File: src/rtl/qspi_pio_seq.sv
module qspi_pio_seq #(
  parameter int CNT_W = 16
) (
  input  logic             clk,
  input  logic             rst_n,
  input  logic [8:0]       xfer_cfg,
  input  logic             cs_pick,
  input  logic             start_wr,
  input  logic [CNT_W-1:0] start_cnt,
  input  logic [7:0]       tx_data,
  input  logic             tx_empty,
  output logic             tx_pop,
  output logic [7:0]       rx_data,
  output logic             rx_push,
  input  logic             rx_full,
  output logic             sclk,
  output logic [1:0]       cs_n,
  output logic [3:0]       io_out,
  output logic [3:0]       io_oe,
  input  logic [3:0]       io_in,
  output logic             busy,
  output logic             done
);

  localparam int DIR_BIT  = 0;
  localparam int FRAG_BIT = 8;

  typedef enum logic [1:0] {S_IDLE, S_FETCH, S_RUN, S_TAIL} st_t;

  st_t              st;
  logic [1:0]       ph;
  logic [2:0]       beat;
  logic [CNT_W-1:0] cnt;
  logic [7:0]       sh;
  logic             cs_act, sel, wr, frag, sclk_r, done_r;
  logic [1:0]       lsh, lsh_new;
  logic [3:0]       rx_bits, tx_bits;

  always_comb begin
    case (xfer_cfg[3:1])
      3'd2:    lsh_new = 2'd1;
      3'd3:    lsh_new = 2'd2;
      default: lsh_new = 2'd0;
    endcase
  end

  always_comb begin
    case (lsh)
      2'd1:    begin rx_bits = {2'b00, io_in[1:0]}; tx_bits = {2'b00, sh[7:6]}; end
      2'd2:    begin rx_bits = io_in;               tx_bits = sh[7:4];          end
      default: begin rx_bits = {3'b000, io_in[1]};  tx_bits = {3'b000, sh[7]};  end
    endcase
  end

  wire       go        = (st == S_IDLE) && start_wr && (start_cnt != '0);
  wire       ok        = wr ? !tx_empty : !rx_full;
  wire       last_beat = (beat == (3'd7 >> lsh));
  wire [3:0] step      = 4'd1 << lsh;
  wire       quad      = busy && (lsh == 2'd2);
  wire       run_wr    = (st == S_RUN) && wr;

  always_ff @(posedge clk or negedge rst_n) begin
    if (!rst_n) begin
      st <= S_IDLE; ph <= '0; beat <= '0; cnt <= '0; sh <= '0;
      cs_act <= 1'b0; sel <= 1'b0; wr <= 1'b0; frag <= 1'b0;
      lsh <= '0; sclk_r <= 1'b0; done_r <= 1'b0;
    end else begin
      sclk_r <= (st == S_RUN) && (ph == 2'd1 || ph == 2'd2);
      case (st)
        S_IDLE: if (go) begin
          st     <= S_FETCH;
          cnt    <= start_cnt;
          wr     <= xfer_cfg[DIR_BIT];
          frag   <= xfer_cfg[FRAG_BIT];
          lsh    <= lsh_new;
          sel    <= cs_pick;
          done_r <= 1'b0;
        end
        S_FETCH: if (ok) begin
          cs_act <= 1'b1;
          ph     <= 2'd1;
          beat   <= '0;
          if (wr) sh <= tx_data;
          st     <= S_RUN;
        end
        S_RUN: begin
          ph <= ph + 2'd1;
          if (ph == 2'd1 && !wr) sh <= (sh << step) | {4'b0000, rx_bits};
          if (ph == 2'd3) begin
            if (last_beat) begin
              cnt <= cnt - 1'b1;
              st  <= (cnt == CNT_W'(1)) ? S_TAIL : S_FETCH;
            end else begin
              beat <= beat + 3'd1;
              if (wr) sh <= sh << step;
            end
          end
        end
        S_TAIL: begin
          ph <= ph + 2'd1;
          if (ph == 2'd3) begin
            cs_act <= frag;
            done_r <= 1'b1;
            st     <= S_IDLE;
          end
        end
        default: st <= S_IDLE;
      endcase
    end
  end

  assign busy    = (st != S_IDLE);
  assign done    = done_r;
  assign sclk    = sclk_r;
  assign cs_n    = cs_act ? (sel ? 2'b01 : 2'b10) : 2'b11;
  assign tx_pop  = (st == S_FETCH) && wr && !tx_empty;
  assign rx_push = (st == S_RUN) && !wr && (ph == 2'd3) && last_beat;
  assign rx_data = sh;

  assign io_oe[1:0]  = (busy && wr) ? ((lsh == 2'd0) ? 2'b01 : 2'b11) : 2'b00;
  assign io_oe[3:2]  = quad ? {2{wr}} : 2'b11;
  assign io_out[1:0] = run_wr ? tx_bits[1:0] : 2'b00;
  assign io_out[3:2] = quad ? (run_wr ? tx_bits[3:2] : 2'b00) : 2'b11;

  a_r6_one_cs: assert property (@(posedge clk) disable iff (!rst_n)
    $onehot0(~cs_n));
  a_r9_pop_has_data: assert property (@(posedge clk) disable iff (!rst_n)
    tx_pop |-> !tx_empty);
  a_r10_push_has_room: assert property (@(posedge clk) disable iff (!rst_n)
    rx_push |-> !rx_full);
  a_r5_high_two_cycles: assert property (@(posedge clk) disable iff (!rst_n)
    $rose(sclk) |=> (sclk ##1 !sclk));
  a_r5_idle_low: assert property (@(posedge clk) disable iff (!rst_n)
    !busy |-> !sclk);
  a_r9_stall_holds: assert property (@(posedge clk) disable iff (!rst_n)
    (st == S_FETCH && !ok) |=> ($stable(cs_n) && !sclk));
  a_r11_done_when_idle: assert property (@(posedge clk) disable iff (!rst_n)
    $rose(done) |-> !busy);

endmodule

File: config.mk
export PLATFORM = sky130hd
export DESIGN_NAME = qspi_pio_seq
export DESIGN_NICKNAME = d
export VERILOG_FILES = /design/src/rtl/qspi_pio_seq.sv
export SDC_FILE = /design/constraint.sdc
export NUM_CORES = 1
export LEC_CHECK = 0
export ABC_AREA = 1
export BUFFER_PORTS_ARGS = -buffer_cell sky130_fd_sc_hd__buf_2
export CAP_MARGIN = 20
export CORE_MARGIN = 2
export CORE_UTILIZATION = 45
export CTS_BUF_LIST = sky130_fd_sc_hd__clkbuf_4
export CTS_CLUSTER_DIAMETER = 80
export DETAILED_ROUTE_END_ITERATION = 10
export PLACE_DENSITY = 0.79
export SYNTH_ARGS = -nofsm -noshare
export SYNTH_HDL_FRONTEND = slang
export SYNTH_SLANG_ARGS = --single-unit
File: constraint.sdc
create_clock -name clk -period 1.84 [get_ports clk]
set_input_delay 0.368 -clock clk [delete_from_list [all_inputs] [get_ports clk]]
set_output_delay 0.368 -clock clk [all_outputs]
set_load 0.02 [all_outputs]
==> results of run 1 <==
## Yosys cell counts (2+ instances only)
cell type,count
sky130_fd_sc_hd__clkbuf_1,3
sky130_fd_sc_hd__dfrtp_1,39
sky130_fd_sc_hd__nor2_2,6
sky130_fd_sc_hd__or2_2,4
sky130_fd_sc_hd__a211oi_1,2
sky130_fd_sc_hd__nor2_1,58
sky130_fd_sc_hd__o21ai_1,8
sky130_fd_sc_hd__inv_2,8
sky130_fd_sc_hd__ha_1,13
sky130_fd_sc_hd__nand4_1,6
sky130_fd_sc_hd__o31ai_1,3
sky130_fd_sc_hd__nor3_1,4
sky130_fd_sc_hd__nand2_1,166
sky130_fd_sc_hd__buf_6,2
sky130_fd_sc_hd__o21ai_0,27
sky130_fd_sc_hd__a21oi_1,24
sky130_fd_sc_hd__inv_1,51
sky130_fd_sc_hd__xor2_1,6
sky130_fd_sc_hd__buf_2,5
sky130_fd_sc_hd__nor2_4,2
sky130_fd_sc_hd__nand3_1,49
sky130_fd_sc_hd__xnor2_1,2
## placed cells by master, fill, tap and decap left out, types with 11 or more instances in the layout
cell type,instances
sky130_fd_sc_hd__nand3_2,13
sky130_fd_sc_hd__a21oi_1,19
sky130_fd_sc_hd__nand2_1,157
sky130_fd_sc_hd__o21ai_0,20
sky130_fd_sc_hd__nand3_1,36
sky130_fd_sc_hd__o21ai_1,13
sky130_fd_sc_hd__buf_6,13
sky130_fd_sc_hd__inv_2,11
sky130_fd_sc_hd__buf_4,40
sky130_fd_sc_hd__dfrtp_1,35
sky130_fd_sc_hd__nor2_1,49
sky130_fd_sc_hd__buf_2,53
sky130_fd_sc_hd__inv_1,41
## area by class of cell
cell class	instances	area (sq um)
clock inverters	3	38.79
fillers	579	2401
repair inverters	1	8.758
clock buffers	5	37.54
repair buffers	109	762.0
inverters	59	249.0
multi-input cells	389	2196
well taps	96	120.1
flip-flops and latches	39	980.9
## per-stage QoR
step                worst slack [ns]  hold slack, ns  area, sq um    util  power, mW
floorplan                    0.01511         0.07241         3168       -      5.106
global placement            -0.02982          0.3466         3760  0.5534      6.413
detailed placement           -0.1221          0.3517         3760  0.5534      6.561
CTS                          -0.2629          0.1689         4177  0.6147      7.812
global route                 -0.3591          0.1765         4393  0.6466      9.185
finish                       -0.3007          0.1632         4393  0.6466      8.475
## state kept, by name, indices dropped and copies added, names as in the netlist, 2 cells and up
| register | flops |
|---|---|
| cnt | 16 |
| rx_data | 8 |
| beat | 3 |
| lsh | 2 |
| ph | 2 |
| st | 2 |
## worst register-to-register path, cell delays in order (launching register included)
cell                      delay (ns)
sky130_fd_sc_hd__dfrtp_2        0.47
sky130_fd_sc_hd__inv_4          0.11
sky130_fd_sc_hd__ha_4           0.16
sky130_fd_sc_hd__xnor2_2        0.11
sky130_fd_sc_hd__nand3_2        0.11
sky130_fd_sc_hd__buf_4          0.15
sky130_fd_sc_hd__buf_4          0.13
sky130_fd_sc_hd__inv_2          0.05
sky130_fd_sc_hd__nor2_2         0.04
sky130_fd_sc_hd__nor2_4         0.13
sky130_fd_sc_hd__nand3_4        0.17
sky130_fd_sc_hd__buf_6          0.19
sky130_fd_sc_hd__nand2_1        0.06
sky130_fd_sc_hd__o21ai_1        0.06
## layer usage
| metal | part of all wire | track usage |
|---|---|---|
| met5 | 0 | 0 |
| met1 | 0.41 | 0.3135 |
| met3 | 0.056 | 0.03110 |
| met2 | 0.53 | 0.4731 |
| met4 | 0.0081 | 0.05315 |
## path summary, 6_finish.rpt
| path | from | endpoint | slack, ns | depth (start not counted) |
|---|---|---|---|---|
| setup / recovery | lsh[1] | rx_push | -0.30 | 7 |
| hold / removal | xfer_cfg[1] | lsh[0] | 0.16 | 2 |
| setup reg to reg | lsh[1] | cnt[6] | -0.20 | 13 |
| hold reg to reg | done | done | 0.48 | 2 |
| max in group asynchronous | rst_n | rx_data[7] | 0.90 | 3 |
| min in group asynchronous | rst_n | done | 0.45 | 2 |
## cell families after synthesis
| logic type | after synthesis | share of synthesized area |
|---|---|---|
| multiplexers | 1 | 0.003181 |
| buffers and inverters | 71 | 0.09264 |
| adder cells (fa/ha/maj) | 13 | 0.05169 |
| XOR/XNOR | 8 | 0.02227 |
| flip-flops | 39 | 0.3101 |
| AND/OR/NAND/NOR | 300 | 0.4092 |
| AO/OA/AOI/OAI | 66 | 0.1109 |
## power groups by stage
| stage | registers, mW | logic (mW) | clock network (mW) |
|---|---|---|---|
| 6_report | 1.76 | 6.11 | 0.598 |
| 5_1_grt | 1.81 | 6.74 | 0.636 |
| 4_1_cts | 1.73 | 5.48 | 0.602 |
| 3_3_place_gp | 1.71 | 4.70 | 0 |
| 3_5_place_dp | 1.73 | 4.83 | 0 |
| 2_1_floorplan | 1.75 | 3.36 | 0 |
## what timing repair did
item,4_1_cts,5_1_grt
hold buffers,1,0
gates resized for setup,63,50
cloned,2,0
hold endpoints to repair,17,0
buffers inserted,14,3
pin swaps,13,10
setup endpoints to repair,30,39
==> insert_results.sql, run 1 <==
INSERT INTO impl_metrics (metric_group, metric, value, unit) VALUES
('drt', 'finalWirelength', '9.637', 'mm'),
('floorplan', 'number_of_core_rows', '30', ''),
('outcome', 'failed_checks', 'negative setup slack', ''),
('floorplan', 'die_outline_height', '87.63', 'microns'),
('placed_design', 'dp.cells', '673', ''),
('drt', 'dr.first_iter.drc_count', '245', ''),
('power_and_ir_drop', 'power_density', '1929', 'nW/um^2'),
('power_and_ir_drop', 'sequentialPowerShare', '0.208', ''),
('logic_synthesis', 'synth.area.top_cells', 'sky130_fd_sc_hd__dfrtp_1 (31%), sky130_fd_sc_hd__nand2_1 (20%), sky130_fd_sc_hd__nand3_1 (7.8%)', ''),
('timing', 'timing.final.crit_share', '1.163', ''),
('critical_path', 'setup.worst_path.end_class', 'output port', ''),
('placed_design', 'final_hpwl_dp', '6.783', 'mm'),
('global_routing', 'first_global_vias', '3415', ''),
('finish', 'num-nets-final', '660', ''),
('drt', 'antenna_violating_nets_post_route', '0', ''),
('global_routing', 'grt_pass1_wl', '15.48', 'mm'),
('drt', 'drt-pass1-iter-count', '5', ''),
('drt', 'route.vias.total', '3667', ''),
('critical_path', 'critical-path-slowest-cell', 'sky130_fd_sc_hd__dfrtp_2', ''),
('finish', 'syn_to_final_growth', '39.60', '%'),
('critical_path', 'cp_top_family', 'flip-flops', ''),
('logic_synthesis', 'mean_syn_cell_area', '6.319', 'sq um'),
('clock_tree', 'tritoncts_num_sinks', '39', ''),
('critical_path', 'worst_setup_path_start_kind', 'register', ''),
('run', 'max-cap-violations', '0', ''),
('logic_synthesis', 'syn-instance-count', '498', ''),
('global_routing', 'antenna_found_initial', '0', ''),
('power_and_ir_drop', 'internal_power', '3.961', 'mW'),
('timing', 'final_hold_viol_count', '0', ''),
('clock_tree', 'clk-insertion-delay-late', '0.38', 'ns'),
('floorplan', 'pin_count', '66', ''),
('power_and_ir_drop', 'peak_ir_drop_on_the_vdd_network', '0.6747', 'mV'),
('critical_path', 'setup.worst_path.class', 'register to output port', ''),
('logic_synthesis', 'synth_top_cell_area_share', '0.3101', ''),
('floorplan', 'start_util', '0.4632', ''),
('clock_tree', 'cts-root-buf', 'sky130_fd_sc_hd__clkbuf_4', ''),
('logic_synthesis', 'synth_enable_flop_cells', '0', ''),
('global_routing', 'globalRouteTotalUtil', '0.2540', ''),
('timing', 'max_freq', '0.4671', 'GHz'),
('logic_synthesis', 'seq_area_frac_synth', '0.3101', ''),
('drt', 'wire_per_inst', '13.75', 'microns'),
('logic_synthesis', 'synth_nets', '554', ''),
('timing', 'timing.slew.headroom', '0.6921', ''),
('logic_synthesis', 'mappedNetlistArea', '3147', 'sq um'),
('logic_synthesis', 'most_area_hungry_cell_type_in_the_yosys_netlist', 'sky130_fd_sc_hd__dfrtp_1', ''),
('timing', 'timing_max_transition_violations_final', '0', ''),
('critical_path', 'critPathMaxFanout', '5', ''),
('drt', 'post-route-drc-count', '0', ''),
('logic_synthesis', 'post_synth_num_cell_types', '32', ''),
('critical_path', 'crit_path_cell_trace', 'inv_4, ha_4, xnor2_2, nand3_2, buf_4, nor3_4, buf_6', ''),
('power_and_ir_drop', 'pwr-share-clk', '0.071', ''),
('critical_path', 'slowest_stage_delay_on_critical_path', '0.47', 'ns'),
('critical_path', 'timing.critical_path.required', '1.47', 'ns'),
('logic_synthesis', 'synth_warnings', '0', ''),
('timing', 'worst-slew-pin-transition', '0.4619', 'ns'),
('critical_path', 'timing.critical_path.arrival', '1.77', 'ns'),
('critical_path', 'critical_path_buf_inv_count', '3', ''),
('global_routing', 'grt_max_degree', '23', ''),
('floorplan', 'floorplan.core_area', '6794', 'sq um'),
('floorplan', 'die_width', '87.63', 'microns'),
('clock_tree', 'ctsLongestPathBuffers', '2', ''),
('outcome', 'outcome', 'finished with violations', ''),
('placed_design', 'io_buffer_count', '61', ''),
('timing', 'timing.final.setup_violations', '29', ''),
('power_and_ir_drop', 'power.switching_fraction', '0.5326', ''),
('timing', 'worst_setup_skew_after_layout', '0.02512', 'ns'),
('timing', 'setup_tns', '-4.590', 'ns'),
('finish', 'layout.cells.non_filler', '701', ''),
('timing', 'final.setup.worst_slack', '-0.3007', 'ns'),
('clock_tree', 'cts_tree', 'done', ''),
('timing', 'period_minus_slack', '2.141', 'ns');
No activity file was read; power rests on OpenSTA's default activity.
==> run 2: changes to the inputs <==
- BUFFER_PORTS_ARGS: -buffer_cell sky130_fd_sc_hd__buf_2 -> -buffer_cell sky130_fd_sc_hd__clkbuf_2
- REMOVE_ABC_BUFFERS: not set -> 1
- SKIP_LAST_GASP: not set -> 1
==> run 2 against run 1 <==
Net effect: via count fell by 2.4%; fmax rose by 1.1%; sequential share of layout area rose by 1.7 points; the run still ends with negative setup slack left; largest power group unchanged; power fell by 9.2%; clock power fell by 26%; critical path depth fell by 1; critical endpoint is now io_out[0].
==> insert_results.sql, run 2 (synthesis gave the netlist of run 1 again) <==
INSERT INTO impl_metrics (metric_group, metric, value, unit) VALUES
('timing', 'timing.final.crit_share', '1.151', ''),
('finish', 'antenna_cells', '0', ''),
('power_and_ir_drop', 'power_density', '1889', 'nW/um^2'),
('clock_tree', 'worst_setup_hold_path_clk_slew', '0.13', 'ns'),
('critical_path', 'timing.critical_path.arrival', '1.75', 'ns'),
('critical_path', 'rr_startpoint', 'lsh[1]', ''),
('placed_design', 'gpl.final_weighted_congestion', '0.9057', ''),
('global_routing', 'first_global_vias', '3422', ''),
('clock_tree', 'tritoncts_num_sinks', '39', ''),
('placed_design', 'dp.cells', '676', ''),
('outcome', 'failed_checks', 'negative setup slack', ''),
('global_routing', 'antenna_found_initial', '0', ''),
('finish', 'most_frequent_cells_in_the_layout', 'sky130_fd_sc_hd__nand2_1 (165), sky130_fd_sc_hd__nor2_1 (54), sky130_fd_sc_hd__clkbuf_2 (54)', ''),
('drt', 'drt-pass1-iter-count', '5', ''),
('clock_tree', 'ctsLongestPathBuffers', '2', ''),
('timing', 'timing.slew.headroom', '0.6439', ''),
('run', 'max-cap-violations', '0', ''),
('timing', 'max_freq', '0.4723', 'GHz'),
('timing', 'period_minus_slack', '2.117', 'ns'),
('drt', 'route.vias.total', '3580', ''),
('timing', 'worst_setup_skew_after_layout', '0.02081', 'ns'),
('outcome', 'outcome', 'finished with violations', ''),
('finish', 'largest_reg_flops', '16', ''),
('drt', 'antenna_violating_nets_post_route', '0', ''),
('timing', 'final_hold_viol_count', '0', ''),
('global_routing', 'grt_overflow_total', '0', ''),
('floorplan', 'die_width', '87.63', 'microns'),
('critical_path', 'r2r.worst_path.cells', '14', ''),
('timing', 'timing_max_transition_violations_final', '0', ''),
('placed_design', 'dp_worst_slack', '-0.09977', 'ns'),
('finish', 'fillCellCount', '655', ''),
('critical_path', 'timing.critical_path.required', '1.47', 'ns'),
('finish', 'top_register', 'cnt', ''),
('drt', 'dr.first_iter.drc_count', '178', ''),
('critical_path', 'worst_setup_path_startpoint', 'lsh[1]', ''),
('placed_design', 'io_buffer_count', '61', ''),
('clock_tree', 'clk-insertion-delay-late', '0.36', 'ns'),
('finish', 'drive_above_1_share', '0.2730', ''),
('finish', 'layout_commonest_cell', 'sky130_fd_sc_hd__nand2_1', ''),
('power_and_ir_drop', 'power_leakage', '2.111', 'nW'),
('critical_path', 'setup.worst_path.end_class', 'output port', ''),
('drt', 'wire_per_inst', '13.03', 'microns'),
('timing', 'timing.final.setup_violations', '27', ''),
('clock_tree', 'tritoncts_buffers', '5', ''),
('global_routing', 'grt_pass1_wl', '15.44', 'mm'),
('timing', 'rsz0062_at_grt', 'true', ''),
('clock_tree', 'cts.htree.levels', '2', ''),
('drt', 'viasPerCell', '5.166', ''),
('global_routing', 'globalRouteTotalUtil', '0.2515', ''),
('clock_tree', 'cts_tree', 'done', ''),
('floorplan', 'floorplan.core_area', '6794', 'sq um'),
('critical_path', 'rr_endpoint', 'cnt[15]', ''),
('power_and_ir_drop', 'power', '7.697', 'mW'),
('min_path', 'timing.hold.worst.class', 'input port to asynchronous set/reset pin', ''),
('placed_design', 'final_hpwl_dp', '6.581', 'mm'),
('finish', 'layout.cells.non_filler', '693', ''),
('critical_path', 'setup.worst_path.class', 'register to output port', ''),
('global_routing', 'grt_max_degree', '40', ''),
('drt', 'finalWirelength', '9.032', 'mm'),
('clock_tree', 'cts-root-buf', 'sky130_fd_sc_hd__clkbuf_4', ''),
('floorplan', 'pin_count', '66', ''),
('critical_path', 'r2r_setup_slack', '-0.16', 'ns'),
('floorplan', 'number_of_core_rows', '30', ''),
('floorplan', 'die_outline_height', '87.63', 'microns'),
('finish', 'multi_input_comb_area', '2028', 'sq um'),
('power_and_ir_drop', 'peak_ir_drop_on_the_vdd_network', '0.6209', 'mV'),
('timing', 'worst-slew-pin-transition', '0.5341', 'ns'),
('floorplan', 'die_area', '7678', 'sq um'),
('drt', 'post-route-drc-count', '0', ''),
('finish', 'utilization', '0.5998', ''),
('critical_path', 'worst_setup_path_start_kind', 'register', ''),
('clock_tree', 'cts-hold-fix-buffers', '0', ''),
('finish', 'num-nets-final', '652', ''),
('finish', 'syn_to_final_growth', '29.50', '%'),
('critical_path', 'critPathMaxFanout', '5', ''),
('floorplan', 'start_util', '0.4632', ''),
('finish', 'seq_area', '979.7', 'sq um'),
('timing', 'final.setup.worst_slack', '-0.2771', 'ns');
==> run 2: cell types whose count changed in the layout (fill, tap and decap cells not counted), sizes merged <==
| cell | change |
|---|---|
| inv | +2 |
| bufinv | -1 |
| clkbuf | +55 |
| buf | -62 |
| dlygate4sd3 | -1 |
| clkinvlp | -1 |
==> run 2: through the flow <==
step	TNS, ns	area, sq um	hold slack [ns]
4_1_cts	-2.894	4014	0.06868
3_3_place_gp	-0.1586	3750	0.4567
6_report	-3.004	4075	0.05293
3_5_place_dp	-0.8042	3750	0.4653
5_1_grt	-7.133	4075	0.08587
2_1_floorplan	-0.4871	3077	0.07241
==> run 2: worst max-delay path, cell delays in order (launching register included) <==
cell                       delay [ns]
sky130_fd_sc_hd__dfrtp_2         0.47
sky130_fd_sc_hd__inv_4           0.12
sky130_fd_sc_hd__ha_4            0.22
sky130_fd_sc_hd__inv_2           0.10
sky130_fd_sc_hd__a221oi_2        0.05
sky130_fd_sc_hd__a211oi_1        0.23
sky130_fd_sc_hd__buf_4           0.19
==> run 2: where the power goes <==
| group | switching [mW] | leakage (nW) | internal (mW) |
|---|---|---|---|
| logic | 3.36 | 1.61 | 2.15 |
| registers | 0.477 | 0.473 | 1.27 |
| clock network | 0.302 | 0.0263 | 0.140 |
| total | 4.14 | 2.11 | 3.56 |
==> run 2: worst max-delay path by stage <==
stage	to	slack (ns)	depth (start not counted)
6_report	io_out[0]	-0.28	6
4_1_cts	rx_push	-0.22	8
3_3_place_gp	cnt[5]	-0.04	10
5_1_grt	rx_push	-0.33	7
2_1_floorplan	rx_push	-0.31	5
3_5_place_dp	cnt[5]	-0.1	10
==> run 2: final cells by class <==
class / count / share of cell area
Multi-Input combinational cell: 389 / 0.4977
Clock buffer: 5 / 0.009211
Clock inverter: 3 / 0.003684
Timing Repair Buffer: 101 / 0.1593
Sequential cell: 39 / 0.2404
Tap cell: 96 / 0.02947
Timing Repair inverter: 1 / 0.002149
Inverter: 59 / 0.05803
==> run 2: layer usage <==
| layer | up-vias | part of all wire | GRT usage |
|---|---|---|---|
| met3 | 23 | 0.049 | 0.04241 |
| met1 | 1660 | 0.43 | 0.3103 |
| li1 | 1785 | - | - |
| met2 | 112 | 0.50 | 0.4435 |
| met4 | 0 | 0.024 | 0.08531 |
| met5 | - | 0 | 0 |
==> run 2: repair_timing <==
action | 4_1_cts | 5_1_grt
pin swaps | 9 | 4
setup endpoints to repair | 28 | 40
buffers inserted | 7 | 0
resized for setup | 42 | 27
gates cloned | 2 | 0
==> run 3: changes to the inputs <==
- BUFFER_PORTS_ARGS: -buffer_cell sky130_fd_sc_hd__clkbuf_2 -> -buffer_cell sky130_fd_sc_hd__buf_4
==> run 3 against run 2 <==
Net effect: the flow still finishes with violations (negative setup slack); clock power grew 5.4%; worst setup slack better by 0.076 ns; combinational power grew 5.6%; final cell count grew 0.58%; die area unchanged; wire length rose by 0.17%.
==> insert_results.sql, run 3 (synthesis gave the netlist of run 1 again) <==
INSERT INTO impl_metrics (metric_group, metric, value, unit) VALUES
('floorplan', 'die_width', '87.63', 'microns'),
('power_and_ir_drop', 'power_density', '1856', 'nW/um^2'),
('critical_path', 'worst_setup_path_start_kind', 'register', ''),
('power_and_ir_drop', 'peak_ir_drop_on_the_vdd_network', '0.7853', 'mV'),
('drt', 'wire_per_inst', '12.98', 'microns'),
('outcome', 'outcome', 'finished with violations', ''),
('floorplan', 'pin_count', '66', ''),
('clock_tree', 'cts_tree', 'done', ''),
('timing', 'worst-slew-pin-transition', '0.5247', 'ns'),
('global_routing', 'first_global_vias', '3327', ''),
('timing', 'timing.final.crit_share', '1.109', ''),
('placed_design', 'io_buffer_count', '61', ''),
('drt', 'antenna_violating_nets_post_route', '0', ''),
('critical_path', 'setup.worst_path.class', 'register to output port', ''),
('min_path', 'timing.hold.worst.class', 'input port to register', ''),
('timing', 'hold-worst-slack', '0.1899', 'ns'),
('run', 'max-cap-violations', '0', ''),
('clock_tree', 'tritoncts_num_sinks', '39', ''),
('drt', 'dr.first_iter.drc_count', '163', ''),
('clock_tree', 'worst_setup_hold_path_clk_slew', '0.13', 'ns'),
('global_routing', 'grt_overflow_total', '0', ''),
('critical_path', 'critPathMaxFanout', '5', ''),
('clock_tree', 'clk-insertion-delay-late', '0.35', 'ns'),
('finish', 'antenna_cells', '0', ''),
('clock_tree', 'ctsLongestPathBuffers', '2', ''),
('finish', 'layout_commonest_cell', 'sky130_fd_sc_hd__nand2_1', ''),
('critical_path', 'timing.critical_path.arrival', '1.67', 'ns'),
('floorplan', 'floorplan.core_area', '6794', 'sq um'),
('placed_design', 'dp.cells', '671', ''),
('timing', 'rsz0062_at_grt', 'true', ''),
('clock_tree', 'cts-root-buf', 'sky130_fd_sc_hd__clkbuf_4', ''),
('timing', 'final.setup.worst_slack', '-0.2014', 'ns'),
('drt', 'post-route-drc-count', '0', ''),
('timing', 'period_minus_slack', '2.041', 'ns'),
('timing', 'timing.final.setup_violations', '27', ''),
('power_and_ir_drop', 'power', '8.027', 'mW'),
('drt', 'viasPerCell', '5.105', ''),
('finish', 'largest_reg_flops', '16', ''),
('finish', 'most_frequent_cells_in_the_layout', 'sky130_fd_sc_hd__nand2_1 (161), sky130_fd_sc_hd__buf_4 (96), sky130_fd_sc_hd__nor2_1 (51)', ''),
('finish', 'num-nets-final', '656', ''),
('global_routing', 'globalRouteTotalUtil', '0.2388', ''),
('floorplan', 'number_of_core_rows', '30', ''),
('outcome', 'failed_checks', 'negative setup slack', ''),
('critical_path', 'setup.worst_path.end_class', 'output port', ''),
('placed_design', 'final_hpwl_dp', '6.651', 'mm'),
('finish', 'top_register', 'cnt', ''),
('power_and_ir_drop', 'power_leakage', '2.217', 'nW'),
('clock_tree', 'tritoncts_buffers', '5', ''),
('timing', 'worst_setup_skew_after_layout', '0.01502', 'ns'),
('clock_tree', 'cts.htree.levels', '2', ''),
('finish', 'syn_to_final_growth', '37.46', '%'),
('timing', 'timing.slew.headroom', '0.6502', ''),
('drt', 'route.vias.total', '3558', ''),
('global_routing', 'grt_pass1_wl', '14.64', 'mm'),
('finish', 'fillCellCount', '600', ''),
('timing', 'final_hold_viol_count', '0', ''),
('finish', 'utilization', '0.6366', ''),
('finish', 'multi_input_comb_area', '2081', 'sq um'),
('finish', 'seq_area', '979.7', 'sq um'),
('drt', 'drt-pass1-iter-count', '4', ''),
('global_routing', 'grt_max_degree', '40', ''),
('floorplan', 'die_area', '7678', 'sq um'),
('timing', 'max_freq', '0.4899', 'GHz'),
('global_routing', 'antenna_found_initial', '0', ''),
('finish', 'layout.cells.non_filler', '697', ''),
('floorplan', 'die_outline_height', '87.63', 'microns'),
('finish', 'drive_above_1_share', '0.2928', ''),
('critical_path', 'timing.critical_path.required', '1.47', 'ns'),
('floorplan', 'start_util', '0.4632', ''),
('timing', 'timing_max_transition_violations_final', '0', ''),
('drt', 'finalWirelength', '9.047', 'mm'),
('placed_design', 'gpl.final_weighted_congestion', '0.9461', '');
-- run 3: critical path, stage by stage, from the launching register on --
cell and delay, ns:
sky130_fd_sc_hd__dfrtp_1 0.44, sky130_fd_sc_hd__inv_4 0.09, sky130_fd_sc_hd__ha_4 0.31, sky130_fd_sc_hd__inv_4 0.06, sky130_fd_sc_hd__a221oi_2 0.19, sky130_fd_sc_hd__a211oi_1 0.07
sky130_fd_sc_hd__buf_4 0.16
-- run 3: path summary, 6_finish.rpt --
kind	startpoint	end	slack [ns]	cells past startpoint
worst max-delay path	lsh[1]	io_out[0]	-0.20	6
worst min-delay path	xfer_cfg[1]	lsh[0]	0.19	2
worst max register to register	lsh[1]	cnt[2]	-0.14	12
worst min register to register	done	done	0.49	2
max in group asynchronous	rst_n	st[0]	0.92	2
min in group asynchronous	rst_n	done	0.52	2
-- run 3: layer usage --
metal	GRT usage	part of all wire
met1	0.2915	0.41
met2	0.4256	0.51
met3	0.03487	0.052
met4	0.08811	0.023
met5	0	0
-- run 3: cell type report --
cell class                      instances  area share
Clock buffer                            7     0.01215
Clock inverter                          1    0.001157
Inverter                               59     0.05901
Multi-Input combinational cell        389      0.4811
Sequential cell                        39      0.2265
Tap cell                               96     0.02777
Timing Repair Buffer                  106      0.1924
-- run 3: repair_timing --
action,in CTS,in global routing
gates cloned,1,0
pin swaps,11,10
setup endpoints to repair,29,37
buffers inserted,10,6
resized for setup,38,36
hold buffers,1,0
hold endpoints to repair,21,0
-- run 3: metrics by stage --
stage / setup WS, ns / TNS [ns] / cell area, sq um
global route: -0.2429 / -5.538 / 4325
finish: -0.2014 / -2.795 / 4325
CTS: -0.2051 / -1.235 / 4163
global placement: -0.05484 / -0.2981 / 3865
floorplan: -0.3082 / -0.4871 / 3077
detailed placement: -0.1054 / -0.7770 / 3865
-- run 3: report_power, final --
group | internal, mW | total [mW] | leakage, nW | switching, mW
registers | 1.27 | 1.74 | 0.474 | 0.477
clock network | 0.179 | 0.467 | 0.0361 | 0.288
logic | 2.37 | 5.82 | 1.71 | 3.45
